==> config.mk <==
export PLATFORM = sky130hd
export DESIGN_NAME = start_addr_check
export DESIGN_NICKNAME = d
export VERILOG_FILES = /design/src/rtl/sac_pkg.sv /design/src/rtl/sac_region_decode.sv /design/src/rtl/sac_cache_window.sv /design/src/rtl/sac_verdict.sv /design/src/rtl/start_addr_check.sv
export SDC_FILE = /design/constraint.sdc
export NUM_CORES = 1
export LEC_CHECK = 0
export ABC_AREA = 0
export BUFFER_PORTS_ARGS = -buffer_cell sky130_fd_sc_hd__buf_2
export CAP_MARGIN = 5
export CORE_MARGIN = 1.5
export CORE_UTILIZATION = 52
export DETAILED_ROUTE_END_ITERATION = 10
export PLACE_DENSITY = 0.91
export SYNTH_ARGS = -nofsm -noshare
export SYNTH_HDL_FRONTEND = slang
export SYNTH_SLANG_ARGS = --single-unit
==> constraint.sdc <==
create_clock -name clk -period 2.1 [get_ports clk]
set_input_delay 0.315 -clock clk [delete_from_list [all_inputs] [get_ports clk]]
set_output_delay 0.315 -clock clk [all_outputs]
set_load 0.1 [all_outputs]
==> src/rtl/sac_pkg.sv <==
package sac_pkg;
  typedef enum logic [2:0] {
    RG_ROM       = 3'd0,
    RG_RAM       = 3'd1,
    RG_HOLE_LOW  = 3'd2,
    RG_HOLE_MID  = 3'd3,
    RG_HOLE_HIGH = 3'd4
  } region_e;
endpackage

==> src/rtl/sac_region_decode.sv <==
module sac_region_decode
  import sac_pkg::*;
#(
  parameter int unsigned BANK_W    = 8,
  parameter int unsigned PC_W      = 16,
  parameter int unsigned LOW_LIMIT = 'h40,
  parameter int unsigned PC_SPLIT  = 'h8000,
  parameter int unsigned MID_LO    = 'h60,
  parameter int unsigned MID_HI    = 'h6F,
  parameter int unsigned RAM_LO    = 'h70,
  parameter int unsigned RAM_HI    = 'h73
) (
  input  logic [BANK_W-1:0] bank,
  input  logic [PC_W-1:0]   pc,
  output region_e           region
);
  localparam logic [BANK_W-1:0] LOW_B   = BANK_W'(LOW_LIMIT);
  localparam logic [BANK_W-1:0] MIDLO_B = BANK_W'(MID_LO);
  localparam logic [BANK_W-1:0] MIDHI_B = BANK_W'(MID_HI);
  localparam logic [BANK_W-1:0] RAMLO_B = BANK_W'(RAM_LO);
  localparam logic [BANK_W-1:0] RAMHI_B = BANK_W'(RAM_HI);
  localparam logic [PC_W-1:0]   SPLIT_P = PC_W'(PC_SPLIT);

  logic low_bank, low_pc, mid_hit, ram_hit, high_hit;

  always_comb begin
    low_bank = (bank < LOW_B);
    low_pc   = (pc < SPLIT_P);
    mid_hit  = (bank >= MIDLO_B) && (bank <= MIDHI_B);
    ram_hit  = (bank >= RAMLO_B) && (bank <= RAMHI_B);
    high_hit = (bank > RAMHI_B);
  end

  // Priority follows the order of the checks: holes first, then RAM, then ROM.
  always_comb begin
    if (low_bank && low_pc) region = RG_HOLE_LOW;
    else if (mid_hit)       region = RG_HOLE_MID;
    else if (high_hit)      region = RG_HOLE_HIGH;
    else if (ram_hit)       region = RG_RAM;
    else                    region = RG_ROM;
  end
endmodule

==> src/rtl/sac_cache_window.sv <==
module sac_cache_window #(
  parameter int unsigned PC_W      = 16,
  parameter int unsigned WIN_BYTES = 512
) (
  input  logic            cache_on,
  input  logic [PC_W-1:0] cache_base,
  input  logic [PC_W-1:0] pc,
  output logic            hit
);
  localparam int unsigned EXT_W = PC_W + 1;
  localparam logic [EXT_W-1:0] WIN_E = EXT_W'(WIN_BYTES);

  logic [EXT_W-1:0] lo_e, hi_e, pc_e;

  // The window end is computed one bit wider, so it never wraps.
  always_comb begin
    lo_e = {1'b0, cache_base};
    hi_e = lo_e + WIN_E;
    pc_e = {1'b0, pc};
    hit  = cache_on && (pc_e >= lo_e) && (pc_e < hi_e);
  end
endmodule

==> src/rtl/sac_verdict.sv <==
module sac_verdict
  import sac_pkg::*;
#(
  parameter int unsigned BANK_W = 8,
  parameter int unsigned PC_W   = 16,
  parameter int unsigned WORD_W = 32
) (
  input  region_e           region,
  input  logic              cache_hit,
  input  logic              ram_en,
  input  logic              rom_en,
  input  logic [BANK_W-1:0] bank,
  input  logic [PC_W-1:0]   pc,
  output logic              ok,
  output logic [WORD_W-1:0] word
);
  localparam int unsigned PAD_W = WORD_W - BANK_W - PC_W;

  logic [WORD_W-1:0] packed_loc;

  generate
    if (PAD_W > 0) begin : g_pad
      assign packed_loc = {bank, {PAD_W{1'b0}}, pc};
    end else begin : g_nopad
      assign packed_loc = {bank, pc};
    end
  endgenerate

  always_comb begin
    if (cache_hit) begin
      ok = 1'b1;
    end else begin
      unique case (region)
        RG_RAM:  ok = ram_en;
        RG_ROM:  ok = rom_en;
        default: ok = 1'b0;
      endcase
    end
    word = ok ? '0 : packed_loc;
  end
endmodule

==> src/rtl/start_addr_check.sv <==
module start_addr_check
  import sac_pkg::*;
#(
  parameter int unsigned BANK_W    = 8,
  parameter int unsigned PC_W      = 16,
  parameter int unsigned WORD_W    = 32,
  parameter int unsigned WIN_BYTES = 512
) (
  input  logic              clk,
  input  logic              rst_n,
  input  logic              start_req,
  input  logic [BANK_W-1:0] bank,
  input  logic [PC_W-1:0]   pc,
  input  logic              cache_on,
  input  logic [PC_W-1:0]   cache_base,
  input  logic              ram_en,
  input  logic              rom_en,
  output logic              done,
  output logic              start_ok,
  output logic [WORD_W-1:0] bad_addr
);
  region_e           region;
  logic              cache_hit;
  logic              ok_c;
  logic [WORD_W-1:0] word_c;

  logic              done_d, done_q;
  logic              ok_d, ok_q;
  logic [WORD_W-1:0] word_d, word_q;

  sac_region_decode #(.BANK_W(BANK_W), .PC_W(PC_W)) u_region (
    .bank   (bank),
    .pc     (pc),
    .region (region)
  );

  sac_cache_window #(.PC_W(PC_W), .WIN_BYTES(WIN_BYTES)) u_window (
    .cache_on   (cache_on),
    .cache_base (cache_base),
    .pc         (pc),
    .hit        (cache_hit)
  );

  sac_verdict #(.BANK_W(BANK_W), .PC_W(PC_W), .WORD_W(WORD_W)) u_verdict (
    .region    (region),
    .cache_hit (cache_hit),
    .ram_en    (ram_en),
    .rom_en    (rom_en),
    .bank      (bank),
    .pc        (pc),
    .ok        (ok_c),
    .word      (word_c)
  );

  // Next state: the result registers load only on a request.
  always_comb begin
    done_d = start_req;
    ok_d   = ok_q;
    word_d = word_q;
    if (start_req) begin
      ok_d   = ok_c;
      word_d = word_c;
    end
  end

  always_ff @(posedge clk or negedge rst_n) begin
    if (!rst_n) begin
      done_q <= 1'b0;
      ok_q   <= 1'b0;
      word_q <= '0;
    end else begin
      done_q <= done_d;
      ok_q   <= ok_d;
      word_q <= word_d;
    end
  end

  assign done     = done_q;
  assign start_ok = ok_q;
  assign bad_addr = word_q;
endmodule

==> impl_results.md, run 1 <==
* Pwr per Cell Area at 721.3 mW/mm^2
* DR vias at 1877
* Leak at 1.428 nW
* Setup tns final at -0.6445 ns
* Diode count at 0
* Class of the worst hold path: primary input to asynchronous set/reset pin
* F_max at 461.5 MHz
* Total core area at 0.003633 mm^2
* Crit end category: flop
* Sequential element share of the synthesized area at 0.3353
* Vias in the first global route at 1928
* Clk_lat worst skew at 0.26 ns
* Largest cells by area after synthesis: dfrtp_1 34%, ha_1 15%, a31o_1 11%
* Asr flop ratio synth at 1.000
* Failing checks: setup timing
* Yosys cell types at 38
* Most frequent cells in the layout: 67 x buf_2, 27 x buf_4, 26 x nor2b_1, 26 x dfrtp_1, 24 x a31o_1
* Clock root buffer: clkbuf_8
* Drt first-iter violations at 63
* Leading cell type in the layout, fill and taps excluded: buf_2
* Final WS setup at -0.06672 ns
* Outcome: finished with violations
* Critical Path Max Stage Delay at 0.23 ns
* IO Count at 80
* Initial antenna violation count at 0
* Final hold violation count at 0
* Area grow syn2layout at 45.78%
* Post-synth top area share at 0.3353
* FF-to-FF End: bad_addr[28]
* Hpwl dp at 3751 um
* # port buffers at 71
* Slew @ Worst Pin at 0.8420 ns
* Hold buffer count at CTS at 0
* Synth warn at 0
* TritonCTS Buffers at 3
* Number of synthesized flops with an enable pin at 0
* Die Ht at 64.09 um
* Post-route minimum period at 2.167 ns
* Tot GR Track Use at 0.2785
* Max clock buf depth at 2
* # DRC at 0
* First-pass iteration count of the detailed router at 4
* Power Total at 2.041 mW
* Starting density of the core at 0.5341
* Most area-hungry cell type in the Yosys netlist: dfrtp_1
* Area of the mapped netlist at 0.001941 mm^2
* CTS tree: yes
* First-pass GRT wire length at 8963 um
* Routability Congestion at 0.8539
* GR Overflow Total at 0
* Post-route ant nets at 0
* Worst VDD drop at 776.7 uV
* Final period util at 1.032
* Critical Path AT at 2.34 ns
* Critical path buffer and inverter count at 3
* R2R Setup Slk at 1.21 ns
* WS Path Type: primary input to flop
* Worst-path clk slew at 0.09 ns
* Max Fanout on Critical Path at 6
* Critical Path Source Type: primary input
* Mapped Cells at 194
* Place WS at -0.3800 ns
* Drt total wl at 5619 um
* Endpoints failing setup at 11
* Crit Reg-Reg Startpoint: bad_addr[28]
* RSZ-0062 raised after global routing: yes
* Largest net degree at the start of global routing at 52
* H-tree depth at 1
* Nets at 365
* Die ar. at 0.004108 mm^2
* Final instance area at 0.002829 mm^2
* Layout cells sized above 1 at 0.4456
* Top FF cell, synth: dfrtp_1
* Flops & latches, synth at 26
* CP Data Required Time at 2.27 ns
* Sink Count at 26
* Fillers at 273
* Max-cap violations at 0
* Syn_area_per_cell at 10.00 um^2
* Reg2Reg Depth at 2
* Fin. max-slew vios at 0
* Relative slew slack at 0.4386
* Routed length per instance at 16.43 um
* Die W at 64.09 um
* Placed cell area at 0.002511 mm^2
* Clock Skew at 0 ns
* CP cell instances: buf_8 -> and3_4 -> nand3_4 -> xnor2_4 -> ha_4 -> a21o_1 -> a21oi_2 -> o21ai_2 -> a21oi_4 -> a31oi_4 -> buf_6 -> buf_16 -> a31o_1
* CP max stage cell: ha_4
* Vias per std cell at 5.488
* Delay-heaviest family, CP: compound AO/OA/AOI/OAI gates
* # rows at 22
final cells by class:
| class | instances | area [um^2] | area share |
|---|---|---|---|
| well taps | 48 | 60.06 | 0.02123 |
| flip-flops and latches | 26 | 650.6 | 0.2300 |
| multi-input cells | 142 | 1292 | 0.4569 |
| inverters | 18 | 67.56 | 0.02388 |
| clock inverters | 1 | 30.03 | 0.01061 |
| repair buffers | 104 | 686.9 | 0.2428 |
| clock buffers | 3 | 41.29 | 0.01460 |
cells in the mapped netlist, types with 2 or more instances:
cell and count:
inv_2 2, nor2b_1 26, dfrtp_1 26, nor2_1 2
a21o_1 4, ha_1 24, xnor2_1 5, a31o_1 24
inv_1 16, o21a_1 2, nand2_1 3, o21ai_0 4
buf_6 2, a211oi_1 2, nand4_1 3, a21oi_1 7
nand3_1 7, clkbuf_1 5, buf_4 8, and3_1 4
stage by stage:
stage / hold slack [ns] / utilization / instances
after floorplan: 0.01941 / - / 201
after global placement: 0.3361 / 0.6911 / 331
after detailed placement: 0.3370 / 0.6911 / 331
after CTS: 0.04112 / 0.7676 / 343
after global routing: 0.07596 / 0.7786 / 342
final: 0.02707 / 0.7786 / 342
repair_timing:
action,in CTS,in global routing
setup endpoints to repair,24,24
pin swaps,32,10
resized for setup,21,12
buffers inserted,5,1
cloned,3,0
power breakdown:
group          switching [mW]  total [mW]  internal (mW)
Combinational           0.746        1.05          0.302
Clock                   0.152       0.407          0.255
Sequential             0.0284       0.585          0.556
Total                   0.927        2.04           1.11
worst max-delay path by stage:
stage | startpoint | endpoint | slack [ns] | cells after the start
final | cache_base[9] | bad_addr[27] | -0.07 | 13
after global placement | cache_base[9] | bad_addr[2] | -0.21 | 12
after detailed placement | cache_base[9] | bad_addr[13] | -0.38 | 12
after global routing | cache_base[9] | bad_addr[11] | -0.13 | 13
after CTS | cache_base[9] | bad_addr[0] | -0.03 | 13
after floorplan | cache_base[9] | bad_addr[0] | 0.005 | 11
metal layers:
| layer | GRT usage | vias to the layer above | part of all wire |
|---|---|---|---|
| li1 | - | 886 | - |
| met1 | 0.3292 | 879 | 0.39 |
| met2 | 0.4922 | 92 | 0.50 |
| met3 | 0.05810 | 20 | 0.073 |
| met4 | 0.1090 | 0 | 0.041 |
| met5 | 0 | - | 0 |
logic make-up after synthesis:
| group | synth area share |
|---|---|
| compound gates | 0.2289 |
| fa+ha+maj | 0.1547 |
| buf+inv | 0.08704 |
| flops | 0.3353 |
| simple gates | 0.1696 |
| xor+xnor | 0.02257 |
| other cells | 0.001932 |
flip-flops by register name, indices dropped and copies added (netlist names):
signal and flops:
done 1, bad_addr 24, start_ok 1
Note: power is estimated with default switching activity, not from simulation.
==> run 2: changes to the inputs <==
- ABC_AREA: 0 -> 1
- CORE_MARGIN: 1.5 -> 2
- CORE_UTILIZATION: 52 -> 53
- PLACE_DENSITY: 0.91 -> 0.92
==> run 2 against run 1 <==
Effect of this change:
- the run now ends clean
- sequential share of layout area increased by 2.9 points
- utilization shrank 10 points
- synthesized cell count rose by 43%
- flip-flop and latch count unchanged
- clock-buffer cell count grew 1
- worst setup slack better by 0.31 ns
- first-iteration DRC count grew 90%
- final cell count rose by 16%
- clock skew unchanged
- highest routed layer unchanged
==> impl_results.md, run 2 <==
* WS Path Type: primary input to flop
* Mapped Cells at 278
* Class of the worst hold path: primary input to asynchronous set/reset pin
* Vias per std cell at 5.043
* Critical Path Sink: bad_addr[28]
* Postcts setup bufs at 0
* Place WS at -0.1617 ns
* Critical Path Max Stage Delay at 0.25 ns
* Nets at 420
* Number of synthesized flops with an enable pin at 0
* Final hold violation count at 0
* Total core area at 0.003716 mm^2
* Tot GR Track Use at 0.2210
* Fillers at 332
* Placed cell area at 0.002439 mm^2
* Clk_lat worst skew at 0.26 ns
* Final WS setup at 0.2392 ns
* H-tree depth at 1
* FF-to-FF End: bad_addr[30]
* Setup tns final at 0 ns
* Die W at 66.58 um
* Pwr per Cell Area at 716.5 mW/mm^2
* CP Data Required Time at 2.25 ns
* Routability Congestion at 0.9262
* Yosys cell types at 29
* Leak at 1.473 nW
* CTS tree: yes
* Diode count at 0
* Endpoints failing setup at 0
* F_max at 537.4 MHz
* Die Ht at 66.58 um
* Final period util at 0.8861
* Die ar. at 0.004433 mm^2
* Max reg flops at 24
* Most area-hungry cell type in the Yosys netlist: dfrtp_1
* Sequential element share of the synthesized area at 0.3134
* Largest cells by area after synthesis: dfrtp_1 31%, nand2_1 20%, ha_1 14%
* Reg2Reg Depth at 2
* Area grow syn2layout at 21.22%
* Fin. max-slew vios at 0
* Most frequent cells in the layout: 110 x nand2_1, 71 x buf_2, 26 x dfrtp_1
* Drt first-iter violations at 120
* Final instance area at 0.002516 mm^2
* Relative slew slack at 0.6364
* Outcome: complete, no violations
* Top FF cell, synth: dfrtp_1
* Post-route minimum period at 1.861 ns
* Placed cell count at 392
* Post-Layout Cell Count at 397
* Crit path launch: cache_base[9]
* TritonCTS Buffers at 3
* Layout cells sized above 1 at 0.2636
* Initial antenna violation count at 0
* CP cell instances: buf_2 -> ha_1 -> nand3_1 -> nor3_2 -> xor2_1 -> ha_1 -> nand2_1 -> nor2_1 -> nor2_4 -> nand3_4 -> nand3b_1 -> nand2_1
* Starting density of the core at 0.5586
* Routed length per instance at 12.11 um
* Slew @ Worst Pin at 0.5454 ns
* Sink Count at 26
* CP max stage cell: ha_1
* Drt total wl at 4806 um
* Max Fanout on Critical Path at 13
* # rows at 22
* First-pass iteration count of the detailed router at 4
* Asr flop ratio synth at 1.000
* Worst VDD drop at 307.6 uV
* Vias in the first global route at 1917
* Util after Layout at 0.6771
* Max clock buf depth at 2
* Critical Path Source Type: primary input
* Critical Path AT at 2.01 ns
* Clock root buffer: clkbuf_8
* Post-synth top area share at 0.3134
* Syn_area_per_cell at 7.467 um^2
* Crit Reg-Reg Startpoint: bad_addr[30]
* Worst-path clk slew at 0.08 ns
* Post-route ant nets at 0
* Leading cell type in the layout, fill and taps excluded: nand2_1
* # port buffers at 71
* # DRC at 0
* Synth warn at 0
* Crit end category: flop
* IO Count at 80
* First-pass GRT wire length at 7755 um
* DR vias at 2002
* Hpwl dp at 3749 um
* Largest net degree at the start of global routing at 27
* Area of the mapped netlist at 0.002076 mm^2
* Max-cap violations at 0
* Clock Skew at 0 ns
* RSZ-0062 raised after global routing: no
* Top cells by instance count after synthesis: 110 x nand2_1, 26 x dfrtp_1, 24 x ha_1, 24 x nand3b_1, 23 x inv_1
* GR Overflow Total at 0
* Flops & latches, synth at 26
* R2R Setup Slk at 1.46 ns
* Count leader, synth: nand2_1
[run 2: changes by cell type after synthesis, sizes merged, moves of 7 or more]
cell / delta
inv: +7
a31o: -24
nor2: +10
nand2: +109
nor2b: -26
nand3b: +23
[run 2: area by class of cell]
| type | instances | area (um^2) | share of cell area |
|---|---|---|---|
| multi-input cells | 218 | 1264 | 0.5022 |
| flip-flops and latches | 26 | 650.6 | 0.2586 |
| repair buffers | 76 | 392.9 | 0.1561 |
| inverters | 25 | 93.84 | 0.03729 |
| well taps | 48 | 60.06 | 0.02387 |
| clock buffers | 4 | 55.05 | 0.02188 |
[run 2: critical path: cells and delay by family]
family        cells  cell delay, ns
xor+xnor          1            0.18
fa+ha+maj         2            0.44
buf+inv           1            0.11
simple gates      8            0.96
[run 2: routing by layer]
layer	part of all wire	GRT usage
met1	0.43	0.2635
met2	0.51	0.4238
met3	0.046	0.008446
met4	0.010	0.06633
met5	0	0
[run 2: cells by family (layout without fill, tap and decap cells)]
logic type | count (synthesis) | in the layout | synth area share
other cells | 1 | 8 | 0.001807
flops | 26 | 26 | 0.3134
fa+ha+maj | 24 | 24 | 0.1447
compound gates | 18 | 18 | 0.04883
simple gates | 162 | 163 | 0.3689
xor+xnor | 5 | 5 | 0.02110
buf+inv | 42 | 105 | 0.1013
[run 2: worst min-delay path by stage]
| stage | endpoint | slack (ns) |
|---|---|---|
| 4_1_cts | done | 0.04 |
| 6_report | done | 0.03 |
| 3_3_place_gp | bad_addr[3] | 0.33 |
| 3_5_place_dp | done | 0.33 |
| 2_1_floorplan | bad_addr[0] | 0.02 |
| 5_1_grt | bad_addr[3] | 0.06 |
[run 2: repair_timing]
item,CTS,global route
setup endpoints to repair,0,25
hold buffers,0,0
resized for setup,0,2
[run 2: metrics by stage]
step | power, mW | hold slack, ns
floorplan | 1.323 | 0.01941
global placement | 1.473 | 0.3339
detailed placement | 1.493 | 0.3306
CTS | 1.800 | 0.04226
global route | 1.897 | 0.06058
finish | 1.803 | 0.03109
[run 2: where the power goes]
| group | leakage, nW | internal (mW) | switching, mW |
|---|---|---|---|
| combinational | 1.12 | 0.185 | 0.723 |
| sequential | 0.328 | 0.557 | 0.0296 |
| clock | 0.0288 | 0.167 | 0.142 |
